`config.mk`:
```
export PLATFORM = sky130hd
export DESIGN_NAME = slot_sched
export DESIGN_NICKNAME = d
export VERILOG_FILES = /design/src/rtl/slot_sched_pkg.sv /design/src/rtl/slot_sched_stage.sv /design/src/rtl/slot_sched_recirc.sv /design/src/rtl/slot_sched.sv
export SDC_FILE = /design/constraint.sdc
export NUM_CORES = 1
export LEC_CHECK = 0
export CORE_MARGIN = 4
export CORE_UTILIZATION = 55
export CTS_CLUSTER_DIAMETER = 80
export DETAILED_ROUTE_END_ITERATION = 10
export DONT_BUFFER_PORTS = 1
export PLACE_DENSITY = 0.79
export REMOVE_ABC_BUFFERS = 1
export SLEW_MARGIN = 10
export SYNTH_ARGS = -nofsm -noshare
export SYNTH_HDL_FRONTEND = slang
export SYNTH_SLANG_ARGS = --single-unit
```
`constraint.sdc`:
```
create_clock -name clk -period 7 [get_ports clk]
set_clock_uncertainty 0.1 [all_clocks]
set_input_delay 1.4 -clock clk [delete_from_list [all_inputs] [get_ports clk]]
set_output_delay 1.4 -clock clk [all_outputs]
set_load 0.02 [all_outputs]
```
`src/rtl/slot_sched_pkg.sv`:
```
`timescale 1ns/1ps
package slot_sched_pkg;

    // Population count of up to 64 flags.
    function automatic int unsigned flag_count(input logic [63:0] v);
        int unsigned n;
        n = 0;
        for (int i = 0; i < 64; i++) begin
            n += int'(v[i]);
        end
        return n;
    endfunction

endpackage

```
`src/rtl/slot_sched_stage.sv`:
```
`timescale 1ns/1ps
// One link of the priority chain: picks the shortest legal delay line for
// one request and passes on the updated line usage and exit-slot masks.
module slot_sched_stage #(
    parameter int N_PORTS = 4,
    parameter int N_LINES = 4,
    parameter int DW      = 2,
    parameter int LW      = 3
) (
    input  logic                         vld,
    input  logic [DW-1:0]                dest,
    input  logic [N_LINES*N_PORTS-1:0]   occ_in,
    input  logic [N_LINES-1:0]           used_in,
    output logic                         found,
    output logic [LW-1:0]                line,
    output logic [N_LINES*N_PORTS-1:0]   occ_out,
    output logic [N_LINES-1:0]           used_out
);
    always_comb begin
        found    = 1'b0;
        line     = '0;
        occ_out  = occ_in;
        used_out = used_in;
        for (int i = 0; i < N_LINES; i++) begin
            if (vld && !found && !used_in[i] &&
                !occ_in[i*N_PORTS + int'(dest)]) begin
                found                              = 1'b1;
                line                               = LW'(i + 1);
                used_out[i]                        = 1'b1;
                occ_out[i*N_PORTS + int'(dest)]    = 1'b1;
            end
        end
    end
endmodule

```
`src/rtl/slot_sched_recirc.sv`:
```
`timescale 1ns/1ps
// Hands failed new arrivals to recirculation lines in input order;
// the overflow is dropped.
module slot_sched_recirc #(
    parameter int N_PORTS  = 4,
    parameter int N_RECIRC = 2,
    parameter int DW       = 2
) (
    input  logic [N_PORTS-1:0]     fail,
    input  logic [N_PORTS*DW-1:0]  dest,
    output logic [N_PORTS-1:0]     to_rc,
    output logic [N_PORTS-1:0]     to_drop,
    output logic [N_RECIRC-1:0]    rc_vld_n,
    output logic [N_RECIRC*DW-1:0] rc_dest_n
);
    always_comb begin
        int unsigned slot;
        slot      = 0;
        to_rc     = '0;
        to_drop   = '0;
        rc_vld_n  = '0;
        rc_dest_n = '0;
        for (int p = 0; p < N_PORTS; p++) begin
            if (fail[p]) begin
                if (slot < N_RECIRC) begin
                    to_rc[p]                   = 1'b1;
                    rc_vld_n[slot]             = 1'b1;
                    rc_dest_n[slot*DW +: DW]   = dest[p*DW +: DW];
                    slot                       = slot + 1;
                end else begin
                    to_drop[p] = 1'b1;
                end
            end
        end
    end
endmodule

```
`src/rtl/slot_sched.sv`:
```
`timescale 1ns/1ps
module slot_sched #(
    parameter int N_PORTS  = 4,
    parameter int N_LINES  = 4,
    parameter int N_RECIRC = 2,
    parameter int CNT_W    = 8,
    localparam int DW      = (N_PORTS > 1) ? $clog2(N_PORTS) : 1,
    localparam int LW      = $clog2(N_LINES + 1)
) (
    input  logic                     clk,
    input  logic                     rst_n,
    input  logic [N_PORTS-1:0]       req_valid,
    input  logic [N_PORTS*DW-1:0]    req_dest,
    output logic [N_PORTS*LW-1:0]    gnt_line,
    output logic [N_PORTS-1:0]       gnt_recirc,
    output logic [N_PORTS-1:0]       gnt_drop,
    output logic [N_RECIRC*LW-1:0]   rc_line,
    output logic [N_RECIRC-1:0]      rc_drop,
    output logic [CNT_W-1:0]         drop_count
);
    import slot_sched_pkg::*;

    localparam int NQ   = N_RECIRC + N_PORTS;   // chain length
    localparam int OCCW = N_LINES * N_PORTS;

    typedef struct packed {
        logic [OCCW-1:0]          occ;      // exit-slot masks, entry k = delay k+1
        logic [N_RECIRC-1:0]      rc_vld;
        logic [N_RECIRC*DW-1:0]   rc_dest;
        logic [N_PORTS*LW-1:0]    g_line;
        logic [N_PORTS-1:0]       g_rec;
        logic [N_PORTS-1:0]       g_drop;
        logic [N_RECIRC*LW-1:0]   r_line;
        logic [N_RECIRC-1:0]      r_drop;
        logic [CNT_W-1:0]         cnt;
    } state_t;

    state_t st_d, st_q;

    // Priority chain: returning packets first, then arrivals.
    logic [NQ-1:0]      q_vld;
    logic [NQ*DW-1:0]   q_dest;
    logic [NQ-1:0]      q_found;
    logic [NQ*LW-1:0]   q_line;
    logic [OCCW-1:0]    occ_c  [NQ+1];
    logic [N_LINES-1:0] used_c [NQ+1];

    assign q_vld     = {req_valid, st_q.rc_vld};
    assign q_dest    = {req_dest, st_q.rc_dest};
    assign occ_c[0]  = st_q.occ;
    assign used_c[0] = '0;

    for (genvar k = 0; k < NQ; k++) begin : g_chain
        slot_sched_stage #(
            .N_PORTS (N_PORTS),
            .N_LINES (N_LINES),
            .DW      (DW),
            .LW      (LW)
        ) u_stage (
            .vld      (q_vld[k]),
            .dest     (q_dest[k*DW +: DW]),
            .occ_in   (occ_c[k]),
            .used_in  (used_c[k]),
            .found    (q_found[k]),
            .line     (q_line[k*LW +: LW]),
            .occ_out  (occ_c[k+1]),
            .used_out (used_c[k+1])
        );
    end

    logic [N_PORTS-1:0]     in_fail;
    logic [N_PORTS-1:0]     in_to_rc;
    logic [N_PORTS-1:0]     in_to_drop;
    logic [N_RECIRC-1:0]    rc_vld_n;
    logic [N_RECIRC*DW-1:0] rc_dest_n;

    assign in_fail = req_valid & ~q_found[NQ-1:N_RECIRC];

    slot_sched_recirc #(
        .N_PORTS  (N_PORTS),
        .N_RECIRC (N_RECIRC),
        .DW       (DW)
    ) u_recirc (
        .fail      (in_fail),
        .dest      (req_dest),
        .to_rc     (in_to_rc),
        .to_drop   (in_to_drop),
        .rc_vld_n  (rc_vld_n),
        .rc_dest_n (rc_dest_n)
    );

    always_comb begin
        logic [63:0]      drop_flags;
        logic [CNT_W:0]   sum;
        int unsigned      ndrop;

        st_d = st_q;

        for (int p = 0; p < N_PORTS; p++) begin
            st_d.g_line[p*LW +: LW] = q_line[(N_RECIRC+p)*LW +: LW];
        end
        for (int r = 0; r < N_RECIRC; r++) begin
            st_d.r_line[r*LW +: LW] = q_line[r*LW +: LW];
            st_d.r_drop[r]          = st_q.rc_vld[r] & ~q_found[r];
        end
        st_d.g_rec   = in_to_rc;
        st_d.g_drop  = in_to_drop;
        st_d.rc_vld  = rc_vld_n;
        st_d.rc_dest = rc_dest_n;

        // Advance the exit-slot record; delay-1 entry is released.
        for (int k = 0; k < N_LINES - 1; k++) begin
            st_d.occ[k*N_PORTS +: N_PORTS] = occ_c[NQ][(k+1)*N_PORTS +: N_PORTS];
        end
        st_d.occ[(N_LINES-1)*N_PORTS +: N_PORTS] = '0;

        drop_flags = '0;
        drop_flags[N_PORTS-1:0] = st_d.g_drop;
        drop_flags[N_PORTS +: N_RECIRC] = st_d.r_drop;
        ndrop = flag_count(drop_flags);
        sum   = {1'b0, st_q.cnt} + (CNT_W+1)'(ndrop);
        st_d.cnt = sum[CNT_W] ? {CNT_W{1'b1}} : sum[CNT_W-1:0];
    end

    always_ff @(posedge clk) begin
        if (!rst_n) begin
            st_q <= '0;
        end else begin
            st_q <= st_d;
        end
    end

    assign gnt_line   = st_q.g_line;
    assign gnt_recirc = st_q.g_rec;
    assign gnt_drop   = st_q.g_drop;
    assign rc_line    = st_q.r_line;
    assign rc_drop    = st_q.r_drop;
    assign drop_count = st_q.cnt;

endmodule

```
==> results of run 1 <==
tightest hold or removal path, cell delays in order, from the launching register on:
cell     delay, ns
dfxtp_1       0.46
nand2_1       0.11
nor2_1        0.04
state kept, by name, summed over array words and instances, names as in the netlist:
| register | flops |
|---|---|
| drop_count | 8 |
| gnt_drop | 2 |
| gnt_line | 12 |
| gnt_recirc | 4 |
| occ_c | 12 |
| q_dest | 4 |
| q_vld | 2 |
| rc_drop | 2 |
| rc_line | 6 |
worst paths after layout:
check                  end  cells past startpoint
max reg2reg  drop_count[5]                     22
max          drop_count[5]                     22
min reg2reg     rc_line[0]                      2
min             rc_line[0]                      2
layout make-up:
type                    count  area, um^2
inverters                  22       82.58
clock buffers               5       68.82
fillers                   730        3143
well taps                 102       127.6
multi-input cells         457        3059
clock inverters             3       27.53
repair buffers             23       172.7
flip-flops and latches     52        1046
layer usage:
| layer | vias to the layer above | part of all wire | global-route usage |
|---|---|---|---|
| met1 | 2241 | 0.39 | 0.4234 |
| met5 | - | 0 | 0 |
| met2 | 399 | 0.45 | 0.5111 |
| met3 | 84 | 0.11 | 0.06489 |
| met4 | 0 | 0.051 | 0.1425 |
| li1 | 2128 | - | - |
power by group through the flow:
stage | clock (mW) | combinational [mW] | sequential (mW)
global placement | 0 | 0.219 | 0.354
floorplan | 0 | 0.159 | 0.345
detailed placement | 0 | 0.219 | 0.354
CTS | 0.191 | 0.220 | 0.347
global route | 0.204 | 0.247 | 0.350
finish | 0.192 | 0.229 | 0.348
per-stage QoR:
stage,util,instances,hold slack (ns)
after floorplan,-,531,0.3956
after global placement,0.5801,656,0.4910
after detailed placement,0.5801,656,0.5150
after CTS,0.5926,664,0.5337
after global routing,0.5933,664,0.5817
final,0.5933,664,0.5463
logic make-up (layout without fill, tap and decap cells):
| kind of cell | count (synthesis) | in the layout |
|---|---|---|
| XOR/XNOR | 4 | 4 |
| multiplexers | 28 | 28 |
| AND/OR/NAND/NOR | 230 | 230 |
| AO/OA/AOI/OAI | 177 | 177 |
| buffers and inverters | 59 | 53 |
| adder cells (fa/ha/maj) | 13 | 13 |
| other | 1 | 5 |
| flip-flops | 52 | 52 |
layout by cell type (no fill, tap or decap), types with 5 or more instances in the layout:
cell | Yosys | routed
nor2_1 | 60 | 60
conb_1 | 1 | 5
nor2b_1 | 10 | 10
nand2b_1 | 7 | 7
ha_1 | 11 | 11
clkbuf_8 | 0 | 5
and2_1 | 7 | 7
nand2_1 | 48 | 48
dfxtp_1 | 52 | 50
nor3_1 | 19 | 19
o21ai_0 | 20 | 20
mux2i_1 | 17 | 17
buf_4 | 3 | 23
o31a_1 | 6 | 6
a211oi_1 | 9 | 9
inv_1 | 22 | 22
a221oi_1 | 14 | 14
and3_1 | 5 | 5
a21o_1 | 6 | 6
o31ai_1 | 11 | 11
nand4_1 | 11 | 11
mux2_2 | 5 | 5
nand3_1 | 29 | 29
nor4_1 | 5 | 5
a21oi_1 | 33 | 33
a31oi_1 | 14 | 14
o21a_1 | 6 | 6
==> run summary, run 1 <==
DR iter-0 viols - 771
gpl congestion - 1.007
H-tree depth - 2
Post-Synth Simple-Gate Area - 0.2723
PwrDens - 167.8 nW/um^2
critical path buffer and inverter count - 4
core area - 7727 um^2
Max Root-Sink Buffers - 2
leading cell types by count after synthesis - nor2_1 (60), dfxtp_1 (52), nand2_1 (48)
fraction of layout cells with a size suffix above 1 - 0.1014
largest family of logic cells by synthesized area - compound AO/OA/AOI/OAI gates
initial core utilization - 0.5631
Post-synth ARST share - 0
combinational share of power - 0.298
io pins - 50
worst-path cell chain - mux2i_1 -> o21ai_1 -> o31ai_1 -> a2111o_1 -> a41oi_1 -> o211a_1 -> nand3_1 -> and4_1 -> inv_1 -> ha_1 -> inv_1 -> mux2i_1 -> or2_2 -> fa_1 -> inv_1 -> ha_1 -> inv_1 -> fa_1 -> nor2b_1 -> nor2_1 -> or3_1 -> a21oi_1
CTS sink count - 52
Cell Rows - 32
peak supply drop - 0.1001 mV
HP Class - reg2reg
die width - 96.95 um
# DRC - 0
Startpoint Class - flop
final hold violations - 0
CP required - 7.16 ns
hold buffers post-CTS - 0
worst skew pair latency - 0.34 ns
Final period util - 0.9303
Die Ht - 96.95 um
post_cts resized - 0
Synth Flop Type - dfxtp_1
Hold Startpoint - q_vld[0]
class of the most critical setup path - reg2reg
syn_area_per_cell - 7.716 um^2
first-pass GRT wire length - 24.54 mm
CTS clk-pin slew, worst paths - 0.12 ns
Finished Cell Area - 4584 um^2
#FFs+latches synth - 52
# Max-Cap Violations - 0
r2r setup slk - 0.49 ns
outcome - finished, final reports clean
wire per inst - 23.38 um
Netlist cell types - 81
buffers added on ports - 0
CTS tree - done
initial antenna violation count - 0
crit path capture type - flop
vias in the first global route - 4539
synth warn - 0
post-CTS setup repair buffer count - 0
count leader, synth - nor2_1
most used cell, CP - inv_1
final setup margin - 0.4882 ns
Reg power frac - 0.452
placed instance area - 4483 um^2
fmax - 0.1536 GHz
Mapped Cells - 564
CP max-delay cell - o31ai_1
Worst R2R Start - q_dest[2]
sw frac - 0.3873
CP Launch Point - q_dest[2]
sequential-to-total area share from yosys stat - 0.2392
CTS root buf - clkbuf_8
Worst path max stage delay - 0.68 ns
Detail Placement HPWL - 11.85 mm
Final min period - 6.512 ns
clock share of power - 0.249
CP max FO - 14
Max transition margin - 0.3698
XOR/XNOR share of the synthesized area - 0.008051
setup violators final - 0
via count - 4852
critical path arrival - 6.67 ns
unrepaired setup endpoints after global routing - no
grt ovf - 0
Power Total - 769.1 uW
total wire length - 15.52 mm
Post-DRT Antenna Nets - 0
max-slew violation count - 0
Area growth, synth to finish - 5.348%
Synth Area in Compound Gates - 0.2982
mux share of post-synthesis cell area - 0.07936
Final Net Count - 588
P_leak - 1.699 nW
Syn Std Cell Area - 4352 um^2
post-synth top area cell - dfxtp_1
Post-Synth Adder-Cell Area - 0.04083
vias per cell - 7.307
P_int - 471.2 uW
Synth top area share - 0.2392
Final TNS setup - 0 ns
DP Worst Slack - 0.3027 ns
die area - 9399 um^2
worst-margin pin slew - 0.9326 ns
number of synthesized flops with an enable pin - 0
family with the most delay on the worst path - compound AO/OA/AOI/OAI gates
largest net degree at the start of global routing - 34
Ant. Diodes - 0
Area contributors post-synth - dfxtp_1 (24%), nor2_1 (5.2%), nand2_1 (4.1%), mux2i_1 (3.9%), a21oi_1 (3.8%)
Global Route Usage Sum - 0.3225
TritonCTS buffer count - 5
P_sw - 297.9 uW
TritonRoute pass-1 iters - 6
No activity file was read; power rests on OpenSTA's default activity.
==> inputs of run 2 (changes only) <==
==> constraint.sdc (replaced) <==
create_clock -name clk -period 7.45 [get_ports clk]
set_clock_uncertainty 0.1 [all_clocks]
set_input_delay 1.49 -clock clk [delete_from_list [all_inputs] [get_ports clk]]
set_output_delay 1.49 -clock clk [all_outputs]
set_load 0.02 [all_outputs]
==> run 2 against run 1 <==
Against the previous run:
- worst setup slack got worse by 0.022 ns
- register-to-register slack got worse by 0.02 ns
- sequential share of layout area rose by 0.37 points
- wire length fell by 3.4%
- power fell by 4.0%
- combinational power fell by 11%
- global-route usage fell by 1.4 points
- count of clock-buffer cells in the layout rose by 1
- die area did not move
==> run summary, run 2 (synthesized netlist as in run 1, its figures left out) <==
Final TNS setup - 0 ns (unchanged)
DR iter-0 viols - 807 (+4.7%)
# DRC - 0 (unchanged)
CTS root buf - clkbuf_8
P_leak - 1.641 nW (-3.4%)
DP Worst Slack - 0.6073 ns (+0.3047 ns)
CP Launch Point - q_dest[0]
die area - 9399 um^2 (unchanged)
commonest non-fill, non-tap cells in the layout - nor2_1 (60), dfxtp_1 (52), nand2_1 (48), a21oi_1 (33), nand3_1 (29)
worst-path cell chain - nand2_1 -> o221ai_1 -> a221oi_1 -> a2111oi_0 -> o41a_1 -> o211ai_1 -> o41ai_1 -> a22o_1 -> o31a_1 -> nand3b_2 -> or2_2 -> fa_1 -> inv_1 -> ha_1 -> inv_1 -> fa_1 -> nor2b_1 -> nor2_1 -> or3_1 -> a21oi_1
critical path arrival - 7.14 ns (+0.47 ns)
final setup margin - 0.4658 ns (-0.02238 ns)
fraction of layout cells with a size suffix above 1 - 0.07299 (-0.02843)
Max Root-Sink Buffers - 2 (unchanged)
initial antenna violation count - 0 (unchanged)
PwrDens - 164.4 nW/um^2 (-2.0%)
Worst R2R Start - q_dest[0]
gpl congestion - 1.041 (+3.3%)
hold buffers post-CTS - 0 (unchanged)
total wire length - 14.99 mm (-3.4%)
Area growth, synth to finish - 3.163%
Final min period - 6.984 ns (+0.4724 ns)
CP required - 7.60 ns (+0.44 ns)
CTS clk-pin slew, worst paths - 0.11 ns (about the same)
io pins - 50 (unchanged)
critical path buffer and inverter count - 2 (-2)
family with the most delay on the worst path - compound AO/OA/AOI/OAI gates
# Max-Cap Violations - 0 (unchanged)
die width - 96.95 um (unchanged)
initial core utilization - 0.5631 (unchanged)
Die Ht - 96.95 um (unchanged)
met2 routed WL - 6.550 mm (-5.2%)
outcome - finished, final reports clean
vias per cell - 7.269 (-0.52%)
Ant. Diodes - 0 (unchanged)
grt ovf - 0 (unchanged)
setup violators final - 0 (unchanged)
Startpoint Class - flop
CTS sink count - 52 (unchanged)
Post-DRT Antenna Nets - 0 (unchanged)
via count - 4725 (-2.6%)
crit path capture type - flop
vias in the first global route - 4434 (-2.3%)
peak supply drop - 0.1228 mV (+23%)
Global Route Usage Sum - 0.3087 (-0.01378)
CP max FO - 19 (+5)
leading cell type in the layout, fill and taps excluded - nor2_1
worst skew pair latency - 0.33 ns (about the same)
max-slew violation count - 0 (unchanged)
first-pass GRT wire length - 23.72 mm (-3.3%)
Final Net Count - 574 (-2.4%)
Final period util - 0.9375 (+0.007217)
Hold Startpoint - q_vld[0]
buffers added on ports - 0 (unchanged)
TritonCTS buffer count - 5 (unchanged)
post-CTS setup repair buffer count - 0 (unchanged)
TritonRoute pass-1 iters - 6 (unchanged)
CTS tree - done
final hold violations - 0 (unchanged)
highest metal used - met4
H-tree depth - 2 (unchanged)
CP max-delay cell - dfxtp_1
met1 wire length - 5.766 mm (-5.4%)
worst-margin pin slew - 0.8872 ns (-0.04536 ns)
HP Class - reg2reg
core area - 7727 um^2 (unchanged)
DR WL met3 - 1.809 mm (+5.2%)
Worst path max stage delay - 0.82 ns (+0.14 ns)
wire per inst - 23.07 um (-1.3%)
class of the most critical setup path - reg2reg
Detail Placement HPWL - 11.25 mm (-5.1%)
largest net degree at the start of global routing - 21 (-38%)
Max transition margin - 0.3932 (+0.02342)
unrepaired setup endpoints after global routing - no
fmax - 0.1432 GHz (-6.8%)
post_cts resized - 0 (unchanged)
Cell Rows - 32 (unchanged)
run 2: changes by cell type in the layout (fill, tap and decap cells not counted), sizes merged:
| cell | change |
|---|---|
| buf | -14 |
| clkinvlp | -1 |
| bufinv | +1 |
| clkinv | -1 |
| clkbuf | +1 |
run 2: routing by layer:
| metal | up-vias | global-route usage |
|---|---|---|
| met5 | - | 0 |
| met4 | 0 | 0.1544 |
| met3 | 85 | 0.07931 |
| met2 | 416 | 0.4820 |
| met1 | 2123 | 0.3936 |
| li1 | 2101 | - |
run 2: worst paths after layout:
kind         slack, ns  cells after the start       endpoint
max reg2reg       0.47                     20  drop_count[0]
min               0.50                      2     rc_line[0]
min reg2reg       0.50                      2     rc_line[0]
max               0.47                     20  drop_count[0]
run 2: cell type report:
class	count	area [um^2]
fillers	711	3238
multi-input cells	457	3059
flip-flops and latches	52	1041
well taps	102	127.6
inverters	22	82.58
clock buffers	6	72.57
repair buffers	9	67.56
clock inverters	2	38.79
run 2: power by group:
group	switching (mW)	total [mW]	internal (mW)
logic	0.132	0.204	0.0713
registers	0.0323	0.327	0.295
clock network	0.105	0.207	0.102
run 2: worst register-to-register path, stage by stage, from the launching register on:
cell	delay [ns]
dfxtp_1	0.82
nand2_1	0.24
o221ai_1	0.51
a221oi_1	0.20
a2111oi_0	0.80
o41a_1	0.41
o211ai_1	0.25
o41ai_1	0.49
a22o_1	0.23
o31a_1	0.25
nand3b_2	0.24
or2_2	0.39
fa_1	0.45
inv_1	0.06
ha_1	0.15
inv_1	0.05
fa_1	0.39
nor2b_1	0.18
nor2_1	0.09
or3_1	0.45
a21oi_1	0.17
run 2: stage by stage:
step / std cells / area (um^2) / util / power [mW] / hold slack [ns]
5_1_grt: 650 / 4489 / 0.5810 / 0.7689 / 0.5527
3_5_place_dp: 642 / 4378 / 0.5665 / 0.5267 / 0.4879
4_1_cts: 650 / 4489 / 0.5810 / 0.7297 / 0.5014
6_report: 650 / 4489 / 0.5810 / 0.7380 / 0.5041
3_3_place_gp: 642 / 4378 / 0.5665 / 0.5262 / 0.4685
2_1_floorplan: 531 / 4183 / - / 0.4735 / 0.3956
==> inputs of run 3 (changes only) <==
--- a/config.mk
+++ b/config.mk
@@ -10,6 +10,7 @@
 export CTS_CLUSTER_DIAMETER = 80
 export DETAILED_ROUTE_END_ITERATION = 10
 export DONT_BUFFER_PORTS = 1
+export GPL_TIMING_DRIVEN = 0
 export PLACE_DENSITY = 0.79
 export REMOVE_ABC_BUFFERS = 1
 export SLEW_MARGIN = 10
==> run 3 against run 2 <==
Against the previous run:
- critical path depth is the same
- highest routed layer unchanged
- power down 5.2%
- worst setup slack worse by 0.16 ns
- clock power shrank 18%
- largest power group unchanged
- count of clock-buffer cells in the layout stayed put
- final cell count fell by 1.2%
- wire length up 0.54%
==> run summary, run 3 (synthesized netlist as in run 1, its figures left out) <==
outcome - finished, final reports clean
Finished Cell Area - 4429 um^2 (-1.3%)
Cell Rows - 32 (unchanged)
Global Route Usage Sum - 0.3102 (+0.001498)
Max transition margin - 0.2473 (-0.1459)
P_leak - 1.594 nW (-2.8%)
Post-DRT Antenna Nets - 0 (unchanged)
# Max-Cap Violations - 0 (unchanged)
sw frac - 0.3815 (+0.01548)
CTS clk-pin slew, worst paths - 0.11 ns (about the same)
hold buffers post-CTS - 0 (unchanged)
initial antenna violation count - 0 (unchanged)
fmax - 0.1400 GHz (-2.2%)
commonest non-fill, non-tap cells in the layout - nor2_1 (60), nand2_1 (48), dfxtp_1 (48), a21oi_1 (33), nand3_1 (29)
CTS sink count - 52 (unchanged)
CP max FO - 19 (unchanged)
DP Worst Slack - -0.07079 ns (-0.6781 ns)
Final TNS setup - 0 ns (unchanged)
# placed instances - 634 (-1.2%)
largest net degree at the start of global routing - 40 (+90%)
DR iter-0 viols - 500 (-38%)
unrepaired setup endpoints after global routing - no
max-slew violation count - 0 (unchanged)
total wire length - 15.07 mm (+0.54%)
buffers added on ports - 0 (unchanged)
final core occ - 0.5732 (-0.007772)
# DRC - 0 (unchanged)
P_int - 432.8 uW (-7.5%)
die width - 96.95 um (unchanged)
Ant. Diodes - 0 (unchanged)
crit path capture type - flop
combinational share of power - 0.292 (+0.016)
PwrDens - 158.0 nW/um^2 (-3.9%)
first-pass GRT wire length - 23.86 mm (+0.58%)
fraction of layout cells with a size suffix above 1 - 0.07222 (-0.0007705)
TritonRoute pass-1 iters - 5 (-1)
Final min period - 7.141 ns (+0.1564 ns)
Power Total - 699.7 uW (-5.2%)
area of the multi-input gates - 3077 um^2 (+0.57%)
post-CTS setup repair buffer count - 0 (unchanged)
Die Ht - 96.95 um (unchanged)
initial core utilization - 0.5631 (unchanged)
worst skew pair latency - 0.32 ns (about the same)
io pins - 50 (unchanged)
H-tree depth - 2 (unchanged)
peak supply drop - 0.09109 mV (-26%)
CTS root buf - clkbuf_8
critical path arrival - 7.26 ns (+0.12 ns)
die area - 9399 um^2 (unchanged)
Area growth, synth to finish - 1.783%
TritonCTS buffer count - 5 (unchanged)
class of the most critical setup path - reg2reg
wire per inst - 23.48 um (+1.8%)
gpl congestion - 1.002 (-3.7%)
CTS tree - done
via count - 4643 (-1.7%)
Reg power frac - 0.466 (+0.023)
final setup margin - 0.3095 ns (-0.1564 ns)
worst-margin pin slew - 1.122 ns (+0.2349 ns)
P_sw - 266.9 uW (-1.2%)
clock share of power - 0.242 (-0.039)
Fill cells - 730 (+2.7%)
Final Net Count - 566 (-1.4%)
final hold violations - 0 (unchanged)
setup violators final - 0 (unchanged)
vias in the first global route - 4391 (-0.97%)
Startpoint Class - flop
grt ovf - 0 (unchanged)
CP required - 7.57 ns (-0.03 ns)
HP Class - reg2reg
Detail Placement HPWL - 11.01 mm (-2.1%)
WHS - 0.5326 ns (+0.02851 ns)
Post-Layout Cell Count - 642 (-1.2%)
vias per cell - 7.232 (-0.51%)
Max Root-Sink Buffers - 2 (unchanged)
leading cell type in the layout, fill and taps excluded - nor2_1
Final period util - 0.9585 (+0.02099)
flip-flop and latch area - 1049 um^2 (+0.72%)
placed instance area - 4324 um^2 (-1.2%)
core area - 7727 um^2 (unchanged)
-- run 3: cell types whose count changed in the layout (fill, tap and decap cells not counted), sizes merged --
cell	change
buf	-8
bufinv	-1
clkinv	+2
inv	-1
-- run 3: metal layers --
layer | global-route usage | vias up | share of wire | routed length, um
li1 | - | 2086 | - | -
met1 | 0.4084 | 2159 | 0.40 | 6092
met2 | 0.4904 | 319 | 0.44 | 6697
met3 | 0.07066 | 79 | 0.10 | 1533
met4 | 0.1253 | 0 | 0.050 | 750
met5 | 0 | - | 0 | 0
-- run 3: power groups by stage --
stage          clock, mW  sequential, mW  combinational, mW
4_1_cts            0.171           0.326              0.196
3_3_place_gp           0           0.331              0.192
2_1_floorplan          0           0.325              0.149
6_report           0.169           0.326              0.204
3_5_place_dp           0           0.332              0.194
5_1_grt            0.178           0.329              0.222
-- run 3: worst paths after layout --
path                            startpoint             to  slack [ns]  depth (start not counted)
worst max-delay path             q_dest[0]  drop_count[0]        0.31                         20
worst min-delay path              q_vld[0]     rc_line[0]        0.53                          2
worst max register to register   q_dest[0]  drop_count[0]        0.31                         20
worst min register to register    q_vld[0]     rc_line[0]        0.53                          2
-- run 3: worst max-delay path: stages (launching register included) --
cell and delay [ns]:
dfxtp_2 0.65, and2b_1 0.33, a211oi_1 0.47, o21ai_0 0.30, a2111o_1 0.57, and2_1 0.30, a21boi_0 0.36, a21boi_0 0.59
and3b_1 0.42, o31a_1 0.30, nand3b_2 0.24, or2_2 0.40, fa_1 0.45, inv_1 0.06, ha_1 0.16, inv_1 0.05
fa_1 0.40, nor2b_1 0.16, nor2_1 0.08, or3_1 0.46, a21oi_1 0.17
-- run 3: layout make-up --
cell class,instances,area share
inverters,22,0.01864
well taps,102,0.02881
multi-input cells,457,0.6946
clock inverters,2,0.003107
repair buffers,1,0.001695
flip-flops and latches,52,0.2367
clock buffers,6,0.01638
-- run 3: repair_timing --
item,in CTS,in global routing
setup endpoints to repair,5,8
gates resized for setup,1,7
gates cloned,0,0
